[src/rtl/alu2_pkg.sv]
package alu2_pkg;
  typedef enum logic [2:0] {
    OP_CMP = 3'b000,
    OP_SUB = 3'b001,
    OP_SHL = 3'b010,
    OP_SHR = 3'b011,
    OP_AND = 3'b100,
    OP_OR  = 3'b101,
    OP_NOT = 3'b110,
    OP_ADD = 3'b111
  } alu_op_e;
endpackage

[src/rtl/alu2_addsub.sv]
module alu2_addsub #(
  parameter int W = 2
) (
  input  logic [W-1:0] a,
  input  logic [W-1:0] b,
  output logic [W-1:0] sum,
  output logic         carry,
  output logic [W-1:0] diff,
  output logic         borrow
);
  logic [W:0] add_wide;
  logic [W:0] sub_wide;

  always_comb begin
    add_wide = {1'b0, a} + {1'b0, b};
    // subtract as A + ~B + 1; carry-out clear means a borrow occurred
    sub_wide = {1'b0, a} + {1'b0, ~b} + {{W{1'b0}}, 1'b1};
    sum      = add_wide[W-1:0];
    carry    = add_wide[W];
    diff     = sub_wide[W-1:0];
    borrow   = ~sub_wide[W];
  end
endmodule

[src/rtl/alu2_bitwise.sv]
module alu2_bitwise #(
  parameter int W = 2
) (
  input  logic [W-1:0] a,
  input  logic [W-1:0] b,
  output logic [W-1:0] and_o,
  output logic [W-1:0] or_o,
  output logic [W-1:0] inv_o
);
  for (genvar i = 0; i < W; i++) begin : g_bit
    assign and_o[i] = a[i] & b[i];
    assign or_o[i]  = a[i] | b[i];
    assign inv_o[i] = ~a[i];
  end
endmodule

[src/rtl/alu2_shift.sv]
module alu2_shift #(
  parameter int W = 2
) (
  input  logic [W-1:0] a,
  output logic [W-1:0] shl_o,
  output logic         shl_out,
  output logic [W-1:0] shr_o,
  output logic         shr_out
);
  assign shl_o   = {a[W-2:0], 1'b0};
  assign shl_out = a[W-1];
  assign shr_o   = {1'b0, a[W-1:1]};
  assign shr_out = a[0];
endmodule

[src/rtl/alu2_cmp.sv]
module alu2_cmp #(
  parameter int W = 2
) (
  input  logic [W-1:0] a,
  input  logic [W-1:0] b,
  output logic         gt,
  output logic         lt,
  output logic         eq
);
  // ripple from LSB: the highest differing bit decides
  logic [W:0] gt_c;
  logic [W:0] lt_c;
  assign gt_c[0] = 1'b0;
  assign lt_c[0] = 1'b0;
  for (genvar i = 0; i < W; i++) begin : g_stage
    assign gt_c[i+1] = (a[i] & ~b[i]) | (~(a[i] ^ b[i]) & gt_c[i]);
    assign lt_c[i+1] = (~a[i] & b[i]) | (~(a[i] ^ b[i]) & lt_c[i]);
  end
  assign gt = gt_c[W];
  assign lt = lt_c[W];
  assign eq = ~(gt_c[W] | lt_c[W]);
endmodule

[src/rtl/alu2_top.sv]
module alu2_top
  import alu2_pkg::*;
#(
  parameter int W = 2
) (
  input  logic [W-1:0] a_in,
  input  logic [W-1:0] b_in,
  input  logic [2:0]   op_sel,
  output logic [W-1:0] res_out,
  output logic         aux_flag
);
  localparam logic [W-1:0] ZERO_W = '0;

  logic [W-1:0] sum_w, diff_w, and_w, or_w, inv_w, shl_w, shr_w;
  logic         carry_w, borrow_w, shl_f, shr_f, gt_w, lt_w, eq_w;
  alu_op_e      op;

  assign op = alu_op_e'(op_sel);

  alu2_addsub #(.W(W)) u_addsub (
    .a(a_in), .b(b_in), .sum(sum_w), .carry(carry_w),
    .diff(diff_w), .borrow(borrow_w)
  );

  alu2_bitwise #(.W(W)) u_bitwise (
    .a(a_in), .b(b_in), .and_o(and_w), .or_o(or_w), .inv_o(inv_w)
  );

  alu2_shift #(.W(W)) u_shift (
    .a(a_in), .shl_o(shl_w), .shl_out(shl_f), .shr_o(shr_w), .shr_out(shr_f)
  );

  alu2_cmp #(.W(W)) u_cmp (
    .a(a_in), .b(b_in), .gt(gt_w), .lt(lt_w), .eq(eq_w)
  );

  always_comb begin
    res_out  = ZERO_W;
    aux_flag = 1'b0;
    case (op)
      OP_ADD: begin res_out = sum_w;  aux_flag = carry_w;  end
      OP_SUB: begin res_out = diff_w; aux_flag = borrow_w; end
      OP_AND: res_out = and_w;
      OP_OR:  res_out = or_w;
      OP_NOT: res_out = inv_w;
      OP_SHL: begin res_out = shl_w;  aux_flag = shl_f;    end
      OP_SHR: begin res_out = shr_w;  aux_flag = shr_f;    end
      default: begin
        res_out    = ZERO_W;
        res_out[1] = gt_w;
        res_out[0] = lt_w;
        aux_flag   = eq_w;
      end
    endcase
  end

  always_comb begin
    if (op == OP_ADD) begin

      add_inverse_chk: assert (W'(res_out - b_in) == a_in);
    end
    if (op == OP_SUB) begin

      sub_inverse_chk: assert (W'(res_out + b_in) == a_in);

      sub_borrow_chk: assert (aux_flag == lt_w);
    end
    if (op == OP_AND || op == OP_OR || op == OP_NOT) begin

      logic_flag_zero_chk: assert (aux_flag == 1'b0);
    end
    if (op == OP_SHL) begin

      shl_fill_chk: assert (res_out[0] == 1'b0);
    end
    if (op == OP_SHR) begin

      shr_fill_chk: assert (res_out[W-1] == 1'b0);
    end
    if (op == OP_CMP) begin

      cmp_onehot_chk: assert ($countones({res_out[1:0], aux_flag}) == 1);
    end
  end
endmodule

[config.mk]
export PLATFORM = sky130hd
export DESIGN_NAME = alu2_top
export DESIGN_NICKNAME = d
export VERILOG_FILES = /design/src/rtl/alu2_pkg.sv /design/src/rtl/alu2_addsub.sv /design/src/rtl/alu2_bitwise.sv /design/src/rtl/alu2_shift.sv /design/src/rtl/alu2_cmp.sv /design/src/rtl/alu2_top.sv
export SDC_FILE = /design/constraint.sdc
export NUM_CORES = 1
export LEC_CHECK = 0
export BUFFER_PORTS_ARGS = -buffer_cell sky130_fd_sc_hd__clkbuf_2
export CAP_MARGIN = 5
export CELL_PAD_IN_SITES_DETAIL_PLACEMENT = 0
export CELL_PAD_IN_SITES_GLOBAL_PLACEMENT = 2
export CORE_AREA = 5 5 43 45
export DETAILED_ROUTE_END_ITERATION = 10
export DIE_AREA = 0 0 48 50
export PLACE_DENSITY_LB_ADDON = 0.1
export RECOVER_POWER = 25
export SYNTH_ARGS = -nofsm -noshare
export SYNTH_HDL_FRONTEND = slang
export SYNTH_SLANG_ARGS = --single-unit
[constraint.sdc]
create_clock -name vclk -period 1.1
set_clock_uncertainty 0.05 [all_clocks]
set_input_delay 0 -clock vclk [all_inputs]
set_output_delay 0 -clock vclk [all_outputs]
set_load 0.03 [all_outputs]
==> results of run 1 <==
kinds of logic (layout without fill, tap and decap cells):
logic type	Yosys count	in the layout	share of synthesized area, %
fa+ha+maj	11	11	39.4
compound gates	13	13	22.9
buf+inv	9	35	11.3
simple gates	16	16	21.3
mux	2	2	5.16
how the worst max path moves through the flow:
stage	startpoint	endpoint	slack, ns	depth (start not counted)
after floorplan	a_in[0]	res_out[1]	-0.13	6
after detailed placement	b_in[1]	res_out[1]	-0.35	8
after CTS	b_in[0]	res_out[1]	-0.29	8
final	b_in[0]	res_out[1]	-0.27	8
after global placement	a_in[0]	res_out[0]	-0.36	8
after global routing	b_in[0]	res_out[1]	-0.37	8
final cells by class:
cell class / instances / area, um^2
fill: 150 / 714
inverter: 6 / 37.5
multi-input combinational: 42 / 407
timing repair buffer: 29 / 258
tap: 16 / 20.0
power groups by stage:
stage                     registers, W  logic [W]  clock network [W]
after floorplan                      0   0.000142                  0
after global placement               0   0.000251                  0
after detailed placement             0   0.000251                  0
after CTS                            0   0.000297                  0
after global routing                 0   0.000323                  0
final                                0   0.000297                  0
placed cells by master (no fill, tap or decap), types with 2 or more instances in the layout:
master    count
a22o_1        2
ha_4          4
a21oi_2       2
ha_1          5
clkbuf_2      3
buf_4        20
mux2i_1       2
nand2_1       4
clkbuf_8      3
nand2b_1      2
nor2b_1       2
inv_1         4
nor2_1        5
fa_1          2
what timing repair did:
item / CTS / global route
pin swaps: 4 / 4
setup buffers: 1 / 0
resized for setup: 16 / 3
endpoints found under the setup margin: 3 / 3
Yosys cell counts:
cell type / n
a21oi_1: 2
nand2b_1: 2
a32oi_1: 1
nor2b_1: 2
nand4_1: 1
or4_4: 1
nand2_1: 4
a21oi_2: 1
a22oi_1: 1
and2_1: 1
o31ai_1: 1
a22o_1: 2
mux2i_1: 2
o21ai_0: 2
o21ai_1: 1
buf_6: 1
fa_1: 2
o22ai_1: 1
inv_1: 6
o211ai_1: 1
ha_1: 9
buf_2: 2
nor2_1: 5
per-stage QoR:
step           cells  total power (W)  setup slack [ns]
2_1_floorplan     51         0.000142            -0.133
3_3_place_gp      92         0.000251            -0.355
3_5_place_dp      92         0.000251            -0.353
4_1_cts           93         0.000297            -0.287
5_1_grt           93         0.000323            -0.372
6_report          93         0.000297            -0.273
critical path, delay by kind of cell:
kind	cells	cell delay, ns
adder cells (fa/ha/maj)	2	0.63
AND/OR/NAND/NOR	1	0.04
buffers and inverters	2	0.30
AO/OA/AOI/OAI	3	0.35
layer usage:
layer  share of wire (%)  routed length [um]
met5                   0                   0
met4                   0                   0
met3                 2.4                  26
met2                  53                 561
met1                  45                 473
==> impl_metrics.toml, run 1 <==
[setup_path]
slowest_delay_ns = 0.47
worst-endpoint-required_ns = 1.05
crit_chain = "clkbuf_16 > ha_4 > fa_1 > nand2_1 > o21ai_1 > a32oi_1 > a21oi_2 > clkbuf_8"
cpMaxStageDelayCell = "fa_1"
arrival_ns = 1.32
crit_type = "input pin to output port"
cp_max_fo = 4
setup.worst_path.start_class = "input pin"
end_kind = "output port"

[global_routing]
grt_overflow = 0
grt_pass1_wl_mm = 1.69
grt_max_degree = 10
grt_pass1_vias = 382
use_met1_pct = 12.9
grt.busiest_layer = "met2"
grt_use_met2_pct = 16.1
grt_usage_pct = 9.15
antenna_found_initial = 0
met3_usage_pct = 0

[routing]
first_iter_violations = 2
totalWireLength_mm = 1.06
vias = 437
dr.pass1.iters = 3
drc_errors = 0
wl_per_cell_um = 11.4
antenna_left = 0
vias_per_cell = 4.70

[synthesis]
synth_top_area_cell = "ha_1"
synth.area.top_cells = "ha_1 (29%), fa_1 (10%), inv_1 (5.8%)"
synth.distinct_cells = 23
syn_nets = 69
synth_top_area_share_pct = 29.0
syn-cell-area_um2 = 388
synth-seq-area-share_pct = 0
yosysWarnings = 0
netlist_instances = 51
syn_area_per_cell_um2 = 7.61

[power]
p_switching_w = 0.000141
p_sw_share_pct = 47.6
power_frac_clock_pct = 0
p_int_w = 0.000155
p_per_area_mw_per_mm2 = 411
worst_ir_drop_vdd_mv = 0.184
p_leak_nw = 0.345
combPwrFrac_pct = 100.0
seq_power_share_pct = 0

[finish]
num_antenna_cells = 0
nets = 97
final_util_pct = 50.3
drive_gt1_share_pct = 51.9
final_area_um2 = 722
num-clock-buffers = 0
syn_to_final_growth_pct = 86.1
seq_cells = 0
register_area_um2 = 0

[die]
io_pins = 10
dieArea_mm2 = 0.00240
core_area_mm2 = 0.00144
die_w_um = 48
std_cell_rows = 14
initial_core_util_pct = 27.0
die_y_um = 50

[place]
post-dp-hpwl_um = 897
placed_cell_area_um2 = 619
routabilityCongestion = 0.746
io_buffers = 10

[sta]
rsz0062_at_grt = "yes"
hold_violations = 0
timing.setup.tns_ns = -0.651
final_max_slew_viol_count = 0
fmax_mhz = 728
timing.hold.ws_ns = 0.470
fin_ws_ns = -0.273
setup_viol = 3
worstMarginPinSlew_ns = 0.251
min_period_over_period_pct = 125
slew_headroom_pct = 83.3
min_period_ns = 1.37

[worst_hold_path]
hold_path_class = "input pin to output port"
min_from = "op_sel[1]"
hold_depth = 6
min_to = "aux_flag"

[run_status]
status = "complete, but fails checks"
violations = "setup timing"

[clocking]
hold_buffers = 0

[run]
cap_violations = 0
(Power assumes the default switching activity.)
==> run 2, diff against run 1 <==
--- a/config.mk
+++ b/config.mk
@@ -5,13 +5,13 @@
 export SDC_FILE = /design/constraint.sdc
 export NUM_CORES = 1
 export LEC_CHECK = 0
-export BUFFER_PORTS_ARGS = -buffer_cell sky130_fd_sc_hd__clkbuf_2
 export CAP_MARGIN = 5
 export CELL_PAD_IN_SITES_DETAIL_PLACEMENT = 0
 export CELL_PAD_IN_SITES_GLOBAL_PLACEMENT = 2
-export CORE_AREA = 5 5 43 45
+export CORE_AREA = 5 5 42 44
 export DETAILED_ROUTE_END_ITERATION = 10
-export DIE_AREA = 0 0 48 50
+export DIE_AREA = 0 0 47 49
+export DONT_BUFFER_PORTS = 1
 export PLACE_DENSITY_LB_ADDON = 0.1
 export RECOVER_POWER = 25
 export SYNTH_ARGS = -nofsm -noshare
==> impl_metrics.toml, run 2 (synthesis results as in run 1) <==
[run_status]
status = "complete, but fails checks"
violations = "setup timing"

[finish]
drive_gt1_share_pct = 32.7
syn_to_final_growth_pct = 36.5
layout.cells.most_common_list = "ha_1 (6), buf_4 (6), nor2_1 (5), inv_1 (4), nand2_1 (4)"
register_area_um2 = 0
num_antenna_cells = 0
nets = 75
seq_cells = 0
num-clock-buffers = 0

[place]
routabilityCongestion = 0.763
io_buffers = 0
post-dp-hpwl_um = 824

[routing]
vias_per_cell = 5.08
wl_per_cell_um = 14.0
drc_errors = 0
first_iter_violations = 6
totalWireLength_um = 991
antenna_left = 0
vias = 361
dr.pass1.iters = 4

[sta]
fin_ws_ns = -0.101
fmax_mhz = 832
min_period_ns = 1.20
worstMarginPinSlew_ns = 0.365
timing.setup.tns_ns = -0.155
final_max_slew_viol_count = 0
hold_violations = 0
min_period_over_period_pct = 109
timing.hold.ws_ns = 0.127
slew_headroom_pct = 75.6
setup_viol = 3
rsz0062_at_grt = "yes"

[power]
p_leak_nw = 0.227
worst_ir_drop_vdd_mv = 0.0898
p_per_area_mw_per_mm2 = 355

[global_routing]
grt_pass1_vias = 398
antenna_found_initial = 0
grt_overflow = 0
grt_max_degree = 13
grt_usage_pct = 9.14
grt_pass1_wl_mm = 1.62

[setup_path]
crit_type = "input pin to output port"
arrival_ns = 1.15
setup.worst_path.start_class = "input pin"
cp_max_fo = 5
worst-endpoint-required_ns = 1.05
end_kind = "output port"

[worst_hold_path]
hold_depth = 2
hold_path_class = "input pin to output port"

[die]
initial_core_util_pct = 27.7
die_y_um = 49
std_cell_rows = 14
die_w_um = 47
dieArea_mm2 = 0.00230
core_area_mm2 = 0.00140
io_pins = 10

[clocking]
post_cts_buffers = 0

[run]
cap_violations = 0
==> run 2: cell count changes in the layout (fill, tap and decap cells not counted), sizes merged <==
cell    delta
buf       -15
clkbuf     -7
==> run 2: critical path, cell delays in order <==
cell and delay, ns:
inv_12 0.02, ha_4 0.14, fa_1 0.50, mux2i_1 0.07, a32oi_1 0.19, a21oi_2 0.09
buf_6 0.14
==> run 2: timing repair <==
action / 4_1_cts / 5_1_grt
cloned: 0 / 0
gates resized for setup: 9 / 0
hold buffers: 0 / 0
endpoints found under the setup margin: 3 / 3
pin swaps: 8 / 2
==> run 2: stage by stage <==
stage | setup slack (ns) | instance area [um^2] | util, % | power, W | std cells
global route | -0.149 | 529 | 37.8 | 0.000206 | 71
floorplan | -0.133 | 435 | - | 0.000142 | 51
CTS | -0.121 | 529 | 37.8 | 0.000190 | 71
detailed placement | -0.150 | 487 | 34.7 | 0.000173 | 71
global placement | -0.110 | 487 | 34.7 | 0.000168 | 71
finish | -0.101 | 529 | 37.8 | 0.000188 | 71
==> run 2: cell type report <==
cell class	count	area, um^2
fillers	151	872
repair buffers	7	56.3
inverters	6	47.5
well taps	16	20.0
multi-input cells	42	405
==> run 2: worst paths after layout <==
check,start,end,slack (ns)
min,op_sel[2],res_out[0],0.13
max,a_in[0],res_out[1],-0.10
==> run 2: layer usage <==
layer  routed length, um  GRT usage [%]
met5                   0              0
met2                 531           17.2
met4                  31           2.76
met1                 376           9.19
met3                  52           2.21
==> run 2: report_power, final <==
group | internal, W | switching [W] | total (W) | leakage (nW)
combinational | 0.0000895 | 0.0000986 | 0.000188 | 0.227
sequential | 0 | 0 | 0 | 0
clock | 0 | 0 | 0 | 0
